<file path="config.mk">
export PLATFORM = sky130hd
export DESIGN_NAME = bus_break_matcher
export DESIGN_NICKNAME = d
export VERILOG_FILES = /design/src/rtl/bcmp_pkg.sv /design/src/rtl/bcmp_regs.sv /design/src/rtl/bcmp_match.sv /design/src/rtl/bcmp_flag.sv /design/src/rtl/bus_break_matcher.sv
export SDC_FILE = /design/constraint.sdc
export NUM_CORES = 1
export LEC_CHECK = 0
export BUFFER_PORTS_ARGS = -buffer_cell sky130_fd_sc_hd__clkbuf_2
export CORE_AREA = 2 2 144 90
export DETAILED_ROUTE_END_ITERATION = 8
export DIE_AREA = 0 0 146 92
export HOLD_SLACK_MARGIN = 0.06
export MAX_ROUTING_LAYER = met4
export PLACE_DENSITY = 0.76
export SLEW_MARGIN = 20
export SYNTH_ARGS = -nofsm -noshare
export SYNTH_HDL_FRONTEND = slang
export SYNTH_HIERARCHICAL = 1
export SYNTH_SLANG_ARGS = --single-unit
export TNS_END_PERCENT = 20
</file>
<file path="constraint.sdc">
create_clock -name clk -period 1.8 [get_ports clk]
set_clock_uncertainty 0.15 [all_clocks]
set_input_delay 0 -clock clk [delete_from_list [all_inputs] [get_ports clk]]
set_output_delay 0 -clock clk [all_outputs]
set_load 0.01 [all_outputs]
</file>
<file path="src/rtl/bcmp_pkg.sv">
package bcmp_pkg;
  localparam int unsigned SEL_W = 3;

  typedef enum logic [2:0] {
    SEL_TADDR = 3'd0,
    SEL_TDATA = 3'd1,
    SEL_XMASK = 3'd2,
    SEL_COND  = 3'd3,
    SEL_STAT  = 3'd4
  } reg_sel_e;

  typedef enum logic [1:0] {
    SZ_ANY  = 2'b00,
    SZ_BYTE = 2'b01,
    SZ_WORD = 2'b10,
    SZ_LONG = 2'b11
  } size_e;

  typedef struct packed {
    logic [1:0] master;
    logic [1:0] kind;
    logic [1:0] dir;
    logic [1:0] size;
  } cond_t;
endpackage

</file>
<file path="src/rtl/bcmp_regs.sv">
module bcmp_regs
  import bcmp_pkg::*;
#(
  parameter int unsigned AW = 32,
  parameter int unsigned DW = 32
) (
  input  logic          clk,
  input  logic          rst_n,
  input  logic          wr_en,
  input  logic [2:0]    wr_sel,
  input  logic [DW-1:0] wr_data,
  input  logic [2:0]    rd_sel,
  input  logic          flag_i,
  output logic [DW-1:0] rd_data,
  output logic          clr_o,
  output logic [AW-1:0] taddr_o,
  output logic [DW-1:0] tdata_o,
  output logic [DW-1:0] xmask_o,
  output cond_t         cond_o
);
  localparam int unsigned CW = $bits(cond_t);

  logic [AW-1:0] taddr_q;
  logic [DW-1:0] tdata_q;
  logic [DW-1:0] xmask_q;
  cond_t         cond_q;

  logic wr_taddr, wr_tdata, wr_xmask, wr_cond;

  assign wr_taddr = wr_en && (wr_sel == SEL_TADDR);
  assign wr_tdata = wr_en && (wr_sel == SEL_TDATA);
  assign wr_xmask = wr_en && (wr_sel == SEL_XMASK);
  assign wr_cond  = wr_en && (wr_sel == SEL_COND);
  assign clr_o    = wr_en && (wr_sel == SEL_STAT) && wr_data[0];

  always_ff @(posedge clk or negedge rst_n) begin
    if (!rst_n) begin
      taddr_q <= '0;
      tdata_q <= '0;
      xmask_q <= '0;
      cond_q  <= '0;
    end else begin
      if (wr_taddr) taddr_q <= wr_data[AW-1:0];
      if (wr_tdata) tdata_q <= wr_data;
      if (wr_xmask) xmask_q <= wr_data;
      if (wr_cond)  cond_q  <= cond_t'(wr_data[CW-1:0]);
    end
  end

  always_comb begin
    rd_data = '0;
    case (rd_sel)
      SEL_TADDR: rd_data = DW'(taddr_q);
      SEL_TDATA: rd_data = tdata_q;
      SEL_XMASK: rd_data = xmask_q;
      SEL_COND:  rd_data = DW'(cond_q);
      SEL_STAT:  rd_data = DW'(flag_i);
      default:   rd_data = '0;
    endcase
  end

  assign taddr_o = taddr_q;
  assign tdata_o = tdata_q;
  assign xmask_o = xmask_q;
  assign cond_o  = cond_q;

  // a target address write is visible one clock later
  assert_taddr_write_R12: assert property (@(posedge clk) disable iff (!rst_n)
    (wr_en && wr_sel == SEL_TADDR) |=> (taddr_o == $past(wr_data[AW-1:0])));

  // only the low condition byte is captured
  assert_cond_write_R11: assert property (@(posedge clk) disable iff (!rst_n)
    (wr_en && wr_sel == SEL_COND) |=> (rd_sel != SEL_COND || rd_data[15:8] == 8'h00));
endmodule

</file>
<file path="src/rtl/bcmp_match.sv">
module bcmp_match
  import bcmp_pkg::*;
#(
  parameter int unsigned AW = 32,
  parameter int unsigned DW = 32
) (
  input  cond_t         cond_i,
  input  logic [AW-1:0] taddr_i,
  input  logic [DW-1:0] tdata_i,
  input  logic [DW-1:0] xmask_i,
  input  logic          bus_valid,
  input  logic [AW-1:0] bus_addr,
  input  logic [DW-1:0] bus_data,
  input  logic          bus_master,
  input  logic          bus_fetch,
  input  logic          bus_write,
  input  logic [1:0]    bus_size,
  output logic          hit_o
);
  localparam logic [DW-1:0] LANE_LO   = DW'(16'h00FF);
  localparam logic [DW-1:0] LANE_HI   = DW'(16'hFF00);
  localparam logic [DW-1:0] LANE_HALF = DW'(16'hFFFF);

  logic          master_ok, kind_ok, dir_ok, addr_ok, size_ok, data_ok;
  logic [DW-1:0] lane;
  logic [DW-1:0] diff;

  always_comb begin
    if (cond_i.master == 2'b00)  master_ok = 1'b0;
    else if (cond_i.master[0])   master_ok = (bus_master == 1'b0);
    else                         master_ok = (bus_master == 1'b1);
  end

  assign kind_ok = bus_fetch ? cond_i.kind[0] : cond_i.kind[1];
  assign dir_ok  = bus_write ? cond_i.dir[1]  : cond_i.dir[0];
  assign addr_ok = (bus_addr == taddr_i);

  always_comb begin
    case (size_e'(cond_i.size))
      SZ_BYTE: lane = taddr_i[0] ? LANE_LO : LANE_HI;
      SZ_WORD: lane = LANE_HALF;
      SZ_LONG: lane = '1;
      default: lane = '0;
    endcase
  end

  assign diff    = (bus_data ^ tdata_i) & lane & ~xmask_i;
  assign size_ok = (cond_i.size == SZ_ANY) || (bus_size == cond_i.size);
  assign data_ok = (cond_i.size == SZ_ANY) || (diff == '0);
  assign hit_o   = bus_valid && master_ok && kind_ok && dir_ok && addr_ok && size_ok && data_ok;
endmodule

</file>
<file path="src/rtl/bcmp_flag.sv">
module bcmp_flag (
  input  logic clk,
  input  logic rst_n,
  input  logic hit_i,
  input  logic clr_i,
  output logic pulse_o,
  output logic flag_o
);
  logic pulse_q, flag_q;

  always_ff @(posedge clk or negedge rst_n) begin
    if (!rst_n) begin
      pulse_q <= 1'b0;
      flag_q  <= 1'b0;
    end else begin
      pulse_q <= hit_i;
      flag_q  <= hit_i | (flag_q & ~clr_i);
    end
  end

  assign pulse_o = pulse_q;
  assign flag_o  = flag_q;

  // without a clear the flag never drops
  assert_flag_sticky_R10: assert property (@(posedge clk) disable iff (!rst_n)
    ($past(flag_o) && !$past(clr_i)) |-> flag_o);

  // a pulse always comes with the flag set
  assert_pulse_sets_flag_R9: assert property (@(posedge clk) disable iff (!rst_n)
    pulse_o |-> flag_o);
endmodule

</file>
<file path="src/rtl/bus_break_matcher.sv">
module bus_break_matcher
  import bcmp_pkg::*;
#(
  parameter int unsigned AW = 32,
  parameter int unsigned DW = 32
) (
  input  logic          clk,
  input  logic          rst_n,
  input  logic          cfg_wr_en,
  input  logic [2:0]    cfg_wr_sel,
  input  logic [DW-1:0] cfg_wr_data,
  input  logic [2:0]    cfg_rd_sel,
  output logic [DW-1:0] cfg_rd_data,
  input  logic          bus_valid,
  input  logic [AW-1:0] bus_addr,
  input  logic [DW-1:0] bus_data,
  input  logic          bus_master,
  input  logic          bus_fetch,
  input  logic          bus_write,
  input  logic [1:0]    bus_size,
  output logic          brk_pulse,
  output logic          brk_flag
);
  logic [AW-1:0] taddr;
  logic [DW-1:0] tdata, xmask;
  cond_t         cond;
  logic          clr, hit;

  bcmp_regs #(.AW(AW), .DW(DW)) u_regs (
    .clk(clk), .rst_n(rst_n),
    .wr_en(cfg_wr_en), .wr_sel(cfg_wr_sel), .wr_data(cfg_wr_data),
    .rd_sel(cfg_rd_sel), .flag_i(brk_flag), .rd_data(cfg_rd_data),
    .clr_o(clr), .taddr_o(taddr), .tdata_o(tdata), .xmask_o(xmask), .cond_o(cond)
  );

  bcmp_match #(.AW(AW), .DW(DW)) u_match (
    .cond_i(cond), .taddr_i(taddr), .tdata_i(tdata), .xmask_i(xmask),
    .bus_valid(bus_valid), .bus_addr(bus_addr), .bus_data(bus_data),
    .bus_master(bus_master), .bus_fetch(bus_fetch), .bus_write(bus_write),
    .bus_size(bus_size), .hit_o(hit)
  );

  bcmp_flag u_flag (
    .clk(clk), .rst_n(rst_n), .hit_i(hit), .clr_i(clr),
    .pulse_o(brk_pulse), .flag_o(brk_flag)
  );

  // master select 00 disables the channel
  assert_disabled_quiet_R2: assert property (@(posedge clk) disable iff (!rst_n)
    ($past(cond.master) == 2'b00) |-> !brk_pulse);

  // a pulse needs a valid cycle on the target address
  assert_pulse_addr_R6: assert property (@(posedge clk) disable iff (!rst_n)
    brk_pulse |-> $past(bus_valid && bus_addr == taddr));
endmodule

</file>
**Word-level counts from Yosys, hierarchy flattened**

Cells that the tools add are included.

- Reduce and logical (&&, ||, !) cells: 19
- Mux-type cells: 7
- Eq/ne operators: 13
- Bitwise gates (word level): 8

Operators with widths:

| operator | number |
|---|---|
| 32-bit one-hot mux with 5 select lines | 1 |
| 32-bit one-hot mux with 3 select lines | 1 |
| 32-bit bitwise AND | 2 |
| 32-bit equality test | 1 |
| 32-bit logical NOT | 1 |
| 32-bit inverter | 1 |
| 32-bit XOR | 1 |
| 16-bit two-way mux | 1 |
| 3-bit by 2-bit equality test with 1-bit output, second input constant | 4 |
| 1-bit logical AND | 12 |
| 3-bit by 1-bit equality test with 1-bit output, second input constant | 2 |
| 3-bit equality test, second input constant | 2 |
| 3-bit logical NOT | 2 |
| 2-bit equality test, second input constant | 2 |
| 2-bit logical NOT | 2 |
| 1-bit two-way mux | 4 |
| 2-bit by 1-bit equality test with 1-bit output, second input constant | 1 |
| 2-bit equality test | 1 |
| 1-bit logical OR | 2 |
| 1-bit inverter | 2 |
| 1-bit bitwise AND | 1 |
| 1-bit bitwise OR | 1 |

- Logic and storage cells: 56
- Output and inout bits: 34
- Input port bits: 111
- Bits in registers: 106

**Logic depth before layout (Yosys ltp)**

Gate-level depths: netlist of run 1.

- Word-level depth: 10
- Mapped depth: 6
- Gate-level depth less buffers: 6

**By module**

The synthesis of run 1 kept the hierarchy.

Modules (own cells, without submodules):

| module | area each (µm²) | seq. area each (µm²) | cells each | times used |
|---|---|---|---|---|
| bcmp_regs | 4,879.7 | 2,602.5 | 357 | 1 |
| bcmp_match | 877.1 | 0.0 | 113 | 1 |
| bcmp_flag | 61.3 | 50.0 | 4 | 1 |

**Worst setup path before layout of run 1**

Ideal clock, no wire load.

- Path type: register to register
- Start: register u_regs.tdata_q[11] (netlist: u_regs/tdata_o[11])
- End: register u_flag.flag_q (netlist: u_flag/flag_o)
- Slack: 92 ps
- Path buffers: 0
- Data required time: 1,585 ps
- Library setup time: 65 ps
- Stages on the path, launching flop included: 7
- Period minus slack after synthesis: 1,708 ps
- Arrival: 1,493 ps
- Cells stage by stage: dfrtp_1 > xnor2_1 > o22ai_1 > nor4_2 > nand2_1 > a2111oi_2 > a21o_1

- Longest elaborated chain between the ends: 7

RTL lines:

| element | RTL line | source |
|---|---|---|
| start, declared | bcmp_regs.sv:24 | `logic [DW-1:0] tdata_q;` |
| start signal, assigned | bcmp_regs.sv:44 | `if (wr_tdata) tdata_q <= wr_data;` |
| 32-bit XOR | bcmp_match.sv:47 | `assign diff = (bus_data ^ tdata_i) & lane & ~xmask_i;` |
| 32-bit bitwise AND (2 in series) | bcmp_match.sv:47 |  |
| 32-bit logical NOT | bcmp_match.sv:49 | `assign data_ok = (cond_i.size == SZ_ANY) \|\| (diff == '0);` |
| 1-bit logical OR | bcmp_match.sv:49 |  |
| 1-bit logical AND | bcmp_match.sv:50 | `assign hit_o = bus_valid && master_ok && kind_ok && dir_ok && addr_ok && size_ok && data_ok;` |
| net hit | bus_break_matcher.sv:27 | `logic clr, hit;` |
| 1-bit bitwise OR | bcmp_flag.sv:17 | `flag_q <= hit_i \| (flag_q & ~clr_i);` |
| end signal, assigned | bcmp_flag.sv:17 |  |
| end, declared | bcmp_flag.sv:9 | `logic pulse_q, flag_q;` |

The timed path passes the listed nets, and every way through them passes these cells.
A chain may end at the register's enable or synchronous reset.

**Worst setup path in the final report of run 1**

Same ends and word-level chain as after synthesis.

==> qor.yml, run 1 <==
status:
  status: "complete, but fails checks"
  failed_checks: "negative setup slack"
grt:
  grt_use_total: 0.275
  antenna_found_initial: 0
  grt_max_degree: 40
  grt-ovfl-total: 0
  grt_pass1_wl_um: 27400
  grt_pass1_vias: 5106
flow_run:
  cap_violations: 0
die:
  die-area_um2: 13400
  placementRows: 32
  start_util: 0.472
  ios: 145
  fp.coreArea_um2: 12300
  die_w_um: 146
  die_h_um: 92
timing:
  finalCritPeriodShare: 1.08
  grt_setup_unrepaired: "yes"
  setup_violations: 2
  fmaxAchievable_ghz: 0.512
  fin_crit_ns: 1.95
  timing.final.ws_setup_ns: -0.152
  setup-tns-final_ns: -0.241
  finalMaxSlewViolations: 0
  finalHoldViolCount: 0
  relSlewSlack: 0.620
  tightest_slew_ns: 0.571
synth:
  ys_types: 36
  synthFlopType: "dfrtp_1"
  netlist_top_cells_count: "106 x dfrtp_1, 93 x mux2_2, 62 x xnor2_1"
  ys_seq_area_frac: 0.456
  synth_edf_count: 0
  yosysWarnings: 6
  yosys.area.top_type: "dfrtp_1"
  yosysMostFrequentCell: "dfrtp_1"
  yosys-top-cells-area: "dfrtp_1 46%, mux2_2 18%, xnor2_1 9.3%"
  async_flop_share: 1.00
  netlist.area_leader.share: 0.456
  ys_seq_elements: 106
  syn_nets: 585
  syn_area_per_cell_um2: 12.3
  syn_area_um2: 5820
  postSynthCellCount: 474
cts:
  clk_latency_ns: 0.35
  ctsHtreeMaxLevel: 3
  clock_sinks: 106
  clk_transition_reported_paths_ns: 0.07
  cts_buffers: 9
  ctsRootBufferMaster: "clkbuf_16"
  clock_path_buffers: 2
  cts_tree: "built"
power_and_ir_drop:
  seqPwrFrac: 0.421
  worst_ir_drop_vdd_uv: 517
  switching_share: 0.300
  p_int_mw: 5.62
  power.density_nw_per_um2: 986
  combPwrFrac: 0.313
  power.total_mw: 8.03
  switchingPower_mw: 2.41
  p_leak_nw: 3.65
  clock_power_share: 0.266
placed_design:
  port_buffers: 144
  dp.cells: 807
  place_congestion: 0.929
  dp_slack_ns: -0.256
  postPlaceCellArea_um2: 7010
  place_hpwl_um: 12000
detailed_routing:
  vias: 4746
  firstDrtPassIters: 5
  drt_iter0_drc: 244
  wl_per_cell_um: 19.5
  drtAntennaViolNets: 0
  routed_wl_um: 17400
  remaining_drc_errors: 0
  via_per_inst: 5.34
critical_path:
  worst-path-max-fanout: 2
  max_stage_delay_ns: 0.39
  endpoint_kind: "register"
  crit_path_cell_trace: "xnor2_1 > o22ai_2 > nor4_2 > buf_4 > nand2_4 > a2111oi_4 > a21o_1"
  critPathKind: "register to register"
  ff2ff_setup_slack_ns: -0.15
  arrival_ns: 2.10
  cp.required_ns: 1.95
  critPathSlowestCell: "dfrtp_1"
  critPathLaunchType: "register"
hold_path:
  min_path_type: "primary input to register"
layout:
  fin_cells: 889
  nets: 825
  syn_to_final_growth_pct: 40.0
  fin_area_um2: 8150
  antenna_cells: 0
  drive_gt1_frac: 0.502
## cell type report
type	instances	area [um2]
multi-input combinational	339	3160
sequential	106	2650
clock inverter	5	77.6
inverter	3	11.3
clock buffer	11	243
tap	170	213
fill	962	4190
timing repair buffer	255	1780
## worst max-delay path: cells and delay by family (launching register included)
| kind | cells | cell delay, ns |
|---|---|---|
| buffers and inverters | 1 | 0.20 |
| xor gates and xnor gates | 1 | 0.20 |
| AOI/OAI and AO/OA | 3 | 0.59 |
| and+or+nand+nor | 2 | 0.36 |
| DFF | 1 | 0.39 |
## cell usage in the layout, fill, tap and decap left out, drive strengths merged, types with 2 or more instances in the layout
cell type	synthesis	layout
a21oi	26	26
buf	20	51
bufinv	0	2
clkbuf	6	154
clkinv	0	2
dfrtp	106	106
dlygate4sd3	0	61
inv	3	3
mux2	104	104
mux2i	27	27
mux4	7	7
nand2	28	28
nand2b	3	3
nand4	8	8
nor2b	8	8
nor4	7	7
nor4bb	2	2
o21ai	2	2
o22ai	17	17
or2	24	24
xnor2	62	62
xor2	2	2
## power by group through the flow
| stage | Sequential (mW) | Combinational, mW | Clock, mW |
|---|---|---|---|
| after floorplan | 3.28 | 1.35 | 0 |
| after global placement | 3.35 | 2.14 | 0 |
| after detailed placement | 3.39 | 2.20 | 0 |
| after CTS | 3.36 | 2.42 | 2.18 |
| after global routing | 3.45 | 2.68 | 2.28 |
| final | 3.38 | 2.51 | 2.14 |
## through the flow
| step | hold WS, ns | utilization |
|---|---|---|
| final | 0.0705 | 0.661 |
| after global routing | 0.0954 | 0.661 |
| after CTS | 0.0633 | 0.653 |
| after detailed placement | -0.135 | 0.569 |
| after global placement | -0.141 | 0.569 |
| after floorplan | -0.446 | - |
## cells by family (layout without fill, tap and decap cells)
family	count (synthesis)	after routing	synth area share
XOR/XNOR	64	64	0.0963
AO/OA/AOI/OAI	52	52	0.0533
flip-flops	106	106	0.456
AND/OR/NAND/NOR	85	85	0.0854
buffers and inverters	29	274	0.0342
multiplexers	138	138	0.275
## timing repair
| action | 4_1_cts | 5_1_grt |
|---|---|---|
| resized for setup | 15 | 10 |
| hold buffers | 61 | 0 |
| endpoints found under the setup margin | 2 | 4 |
| setup buffers | 2 | 3 |
| endpoints found under the hold margin | 212 | 0 |
| pin swaps | 17 | 12 |
## per-layer routing
metal,share of wire,wire (um),vias up,GRT usage
met4,0.012,204,0,0.0704
met1,0.45,7890,2352,0.365
met2,0.47,8120,195,0.437
met3,0.066,1150,20,0.0577
li1,-,-,2179,-
met5,0,0,-,-
## sequential cells by signal, summed over array words and instances (netlist names)
name,flops
u_flag/flag_o,1
u_flag/pulse_o,1
u_regs/cond_o,8
u_regs/taddr_o,32
u_regs/tdata_o,32
u_regs/xmask_o,32
## path summary, 6_finish.rpt
path,startpoint,cells after the start,endpoint
worst max register to register,u_regs/tdata_o[11]$_DFFE_PN0P_,7,u_flag/flag_o$_DFF_PN0_
worst max-delay path,u_regs/tdata_o[11]$_DFFE_PN0P_,7,u_flag/flag_o$_DFF_PN0_
max in group asynchronous,rst_n,4,u_regs/tdata_o[13]$_DFFE_PN0P_
worst min-delay path,bus_addr[2],6,u_flag/pulse_o$_DFF_PN0_
worst min register to register,u_regs/xmask_o[25]$_DFFE_PN0P_,1,u_regs/xmask_o[25]$_DFFE_PN0P_
min in group asynchronous,rst_n,3,u_regs/xmask_o[2]$_DFFE_PN0P_
Note: power is estimated with default switching activity, not from simulation.
==> run 2: changes to the inputs <==
Settings changed: ABC_AREA from default to 1, CORE_AREA 2 2 144 90 to 2 2 150 94, DIE_AREA 0 0 146 92 to 0 0 152 96.
==> qor.yml, run 2 <==
synth:
  netlist_top_cells_count: "336 x nand2_1, 136 x inv_1, 106 x dfrtp_1"
  synth_mux_area_frac: 0  # -0.275
  netlist.area_leader.share: 0.410  # -0.0464
  postSynthCellCount: 911  # +92%
  yosys.area_share.simple: 0.325  # +0.240
  syn_nets: 1022  # +75%
  synthAdderAreaFrac: 0  # unchanged
  synth_edf_count: 0  # unchanged
  yosysMostFrequentCell: "nand2_1"
  yosys-top-cells-area: "dfrtp_1 41%, nand2_1 19%, inv_1 7.9%"
  synth-xor-area-share: 0.0122  # -0.0842
  synthFlopType: "dfrtp_1"
  ys_seq_area_frac: 0.410  # -0.0464
  ys_types: 28  # -22%
  syn_area_um2: 6480  # +11%
  yosys.area.top_type: "dfrtp_1"
  syn_area_per_cell_um2: 7.11  # -42%
  synth_compound_area_frac: 0.128  # +0.0745
  yosysWarnings: 6  # unchanged
  synth_top_family_by_area: "simple AND/OR/NAND/NOR gates"
  ys_seq_elements: 106  # unchanged
  async_flop_share: 1.00  # unchanged
cts:
  ctsHtreeMaxLevel: 3  # unchanged
  ctsHoldBuffers: 41  # -33%
  clk_transition_reported_paths_ns: 0.07  # about the same
  clk_latency_ns: 0.34  # about the same
  clock_path_buffers: 2  # unchanged
  clock_sinks: 106  # unchanged
  post_cts_buffers: 0  # -2
  cts_tree: "built"
  post_cts_resized: 0  # -15
  ctsRootBufferMaster: "clkbuf_16"
  cts_buffers: 9  # unchanged
die:
  fp.coreArea_um2: 13300  # +7.5%
  start_util: 0.489  # +0.0169
  die-area_um2: 14600  # +8.6%
  ios: 145  # unchanged
  die_h_um: 96  # +4.3%
  placementRows: 33  # +3.1%
  die_w_um: 152  # +4.1%
grt:
  antenna_found_initial: 0  # unchanged
  grt_pass1_wl_um: 28800  # +5.2%
  grt_max_degree: 69  # +73%
  grt_use_total: 0.260  # -0.0152
  grt_pass1_vias: 5771  # +13%
  grt-ovfl-total: 0  # unchanged
detailed_routing:
  firstDrtPassIters: 5  # unchanged
  via_per_inst: 4.87  # -8.8%
  routed_wl_um: 17700  # +2.0%
  remaining_drc_errors: 0  # unchanged
  drtAntennaViolNets: 0  # unchanged
  vias: 6185  # +30%
  wl_per_cell_um: 13.9  # -29%
  drt_iter0_drc: 494  # +100%
placed_design:
  port_buffers: 144  # unchanged
  dp.cells: 1215  # +51%
  place_hpwl_um: 12800  # +6.6%
  place_congestion: 0.855  # -8.0%
critical_path:
  cp-startpoint: "u_regs/taddr_o[13]$_DFFE_PN0P_"
  arrival_ns: 1.82  # -0.28 ns
  critPathLaunchType: "register"
  critPathKind: "register to register"
  endpoint_kind: "register"
  r2r_start: "u_regs/taddr_o[13]$_DFFE_PN0P_"
  worst-path-max-fanout: 4  # +2
  cp.required_ns: 1.93  # -0.02 ns
layout:
  layout_commonest_cell: "nand2_1"
  nets: 1203  # +46%
  mostFrequentLayoutCells: "336 x nand2_1, 143 x clkbuf_2, 136 x inv_1"
  syn_to_final_growth_pct: 25.1
  fin_cells: 1271  # +43%
  final_util: 0.612  # -0.0490
  antenna_cells: 0  # unchanged
  nFillCells: 1225  # +27%
  drive_gt1_frac: 0.220  # -0.282
power_and_ir_drop:
  power.density_nw_per_um2: 936  # -5.0%
  worst_ir_drop_vdd_uv: 523  # +1.1%
  p_leak_nw: 4.51  # +24%
timing:
  fin_crit_ns: 1.69  # -0.267 ns
  setup_violations: 0  # -2
  fmaxAchievable_ghz: 0.593  # +16%
  tightest_slew_ns: 0.627  # +0.0562 ns
  relSlewSlack: 0.582  # -0.0375
  grt_setup_unrepaired: "no"
  finalMaxSlewViolations: 0  # unchanged
  setup-tns-final_ns: 0  # +0.241 ns
  finalHoldViolCount: 0  # unchanged
  finalCritPeriodShare: 0.936  # -0.148
hold_path:
  min_path_type: "primary input to asynchronous set/reset pin"
flow_run:
  cap_violations: 0  # unchanged
status:
  status: "completed"
-- run 2: changes by cell type after synthesis, moves of 33 or more --
cell     change
nand2_1    +308
inv_1      +133
mux2_2      -93
nor2_1      +89
xnor2_1     -61
o21ai_2     +48
o21ai_0     +37
nand3_1     +33
o21ai_1     +33
-- run 2: cell type report --
type	count	area, um2	area share
Tap cell	175	219	0.0270
Sequential cell	106	2650	0.327
Multi-Input combinational cell	636	3010	0.372
Timing Repair Buffer	197	1300	0.160
Clock inverter	5	150	0.0185
Inverter	142	533	0.0658
Clock buffer	10	239	0.0295
-- run 2: stage by stage --
stage | worst slack (ns) | hold slack [ns] | power [mW] | instance area, um2
6_report | 0.115 | 0.0560 | 7.59 | 8110
3_3_place_gp | 0.273 | -0.352 | 4.94 | 7310
5_1_grt | 0.0159 | 0.0876 | 8.07 | 8110
2_1_floorplan | 0.465 | -0.446 | 4.36 | 6480
3_5_place_dp | 0.231 | -0.353 | 5.00 | 7310
4_1_cts | 0.195 | 0.0613 | 7.62 | 8110
-- run 2: cells by family (layout without fill, tap and decap cells) --
group	after synthesis	count (layout)
flip-flops	106	106
buffers and inverters	169	354
XOR/XNOR	9	9
AND/OR/NAND/NOR	498	498
AO/OA/AOI/OAI	129	129
-- run 2: routing by layer --
| layer | share of wire | up-vias | GRT usage |
|---|---|---|---|
| met3 | 0.083 | 15 | 0.0477 |
| met1 | 0.50 | 2753 | 0.384 |
| li1 | - | 3162 | - |
| met5 | 0 | - | - |
| met2 | 0.41 | 255 | 0.381 |
| met4 | 0.0067 | 0 | 0.0374 |
-- run 2: path summary, 6_finish.rpt --
check                                                 endpoint  slack [ns]  cells after the start
worst max-delay path                   u_flag/flag_o$_DFF_PN0_        0.11                     12
worst min-delay path            u_regs/xmask_o[20]$_DFFE_PN0P_        0.06                      3
worst max register to register         u_flag/flag_o$_DFF_PN0_        0.11                     12
worst min register to register  u_regs/xmask_o[23]$_DFFE_PN0P_        0.36                      2
max in group asynchronous       u_regs/tdata_o[18]$_DFFE_PN0P_        1.01                      3
min in group clk                      u_flag/pulse_o$_DFF_PN0_        0.07                      7
-- run 2: report_power, final --
part           total [mW]  internal, mW  switching, mW
combinational        1.80         0.780           1.02
clock                2.55          1.67          0.874
sequential           3.25          2.82          0.427
-- run 2: worst max-delay path, cell delays in order (launching register included) --
cell and delay (ns):
dfrtp_1 0.39, inv_1 0.05, nand2_1 0.05, nand2_1 0.05, nor2_1 0.23, nand2_1 0.09
nor2_1 0.13, nand3_1 0.11, nor2_1 0.09, nand2_1 0.06, nor2_2 0.10, inv_1 0.05
nand2_1 0.06
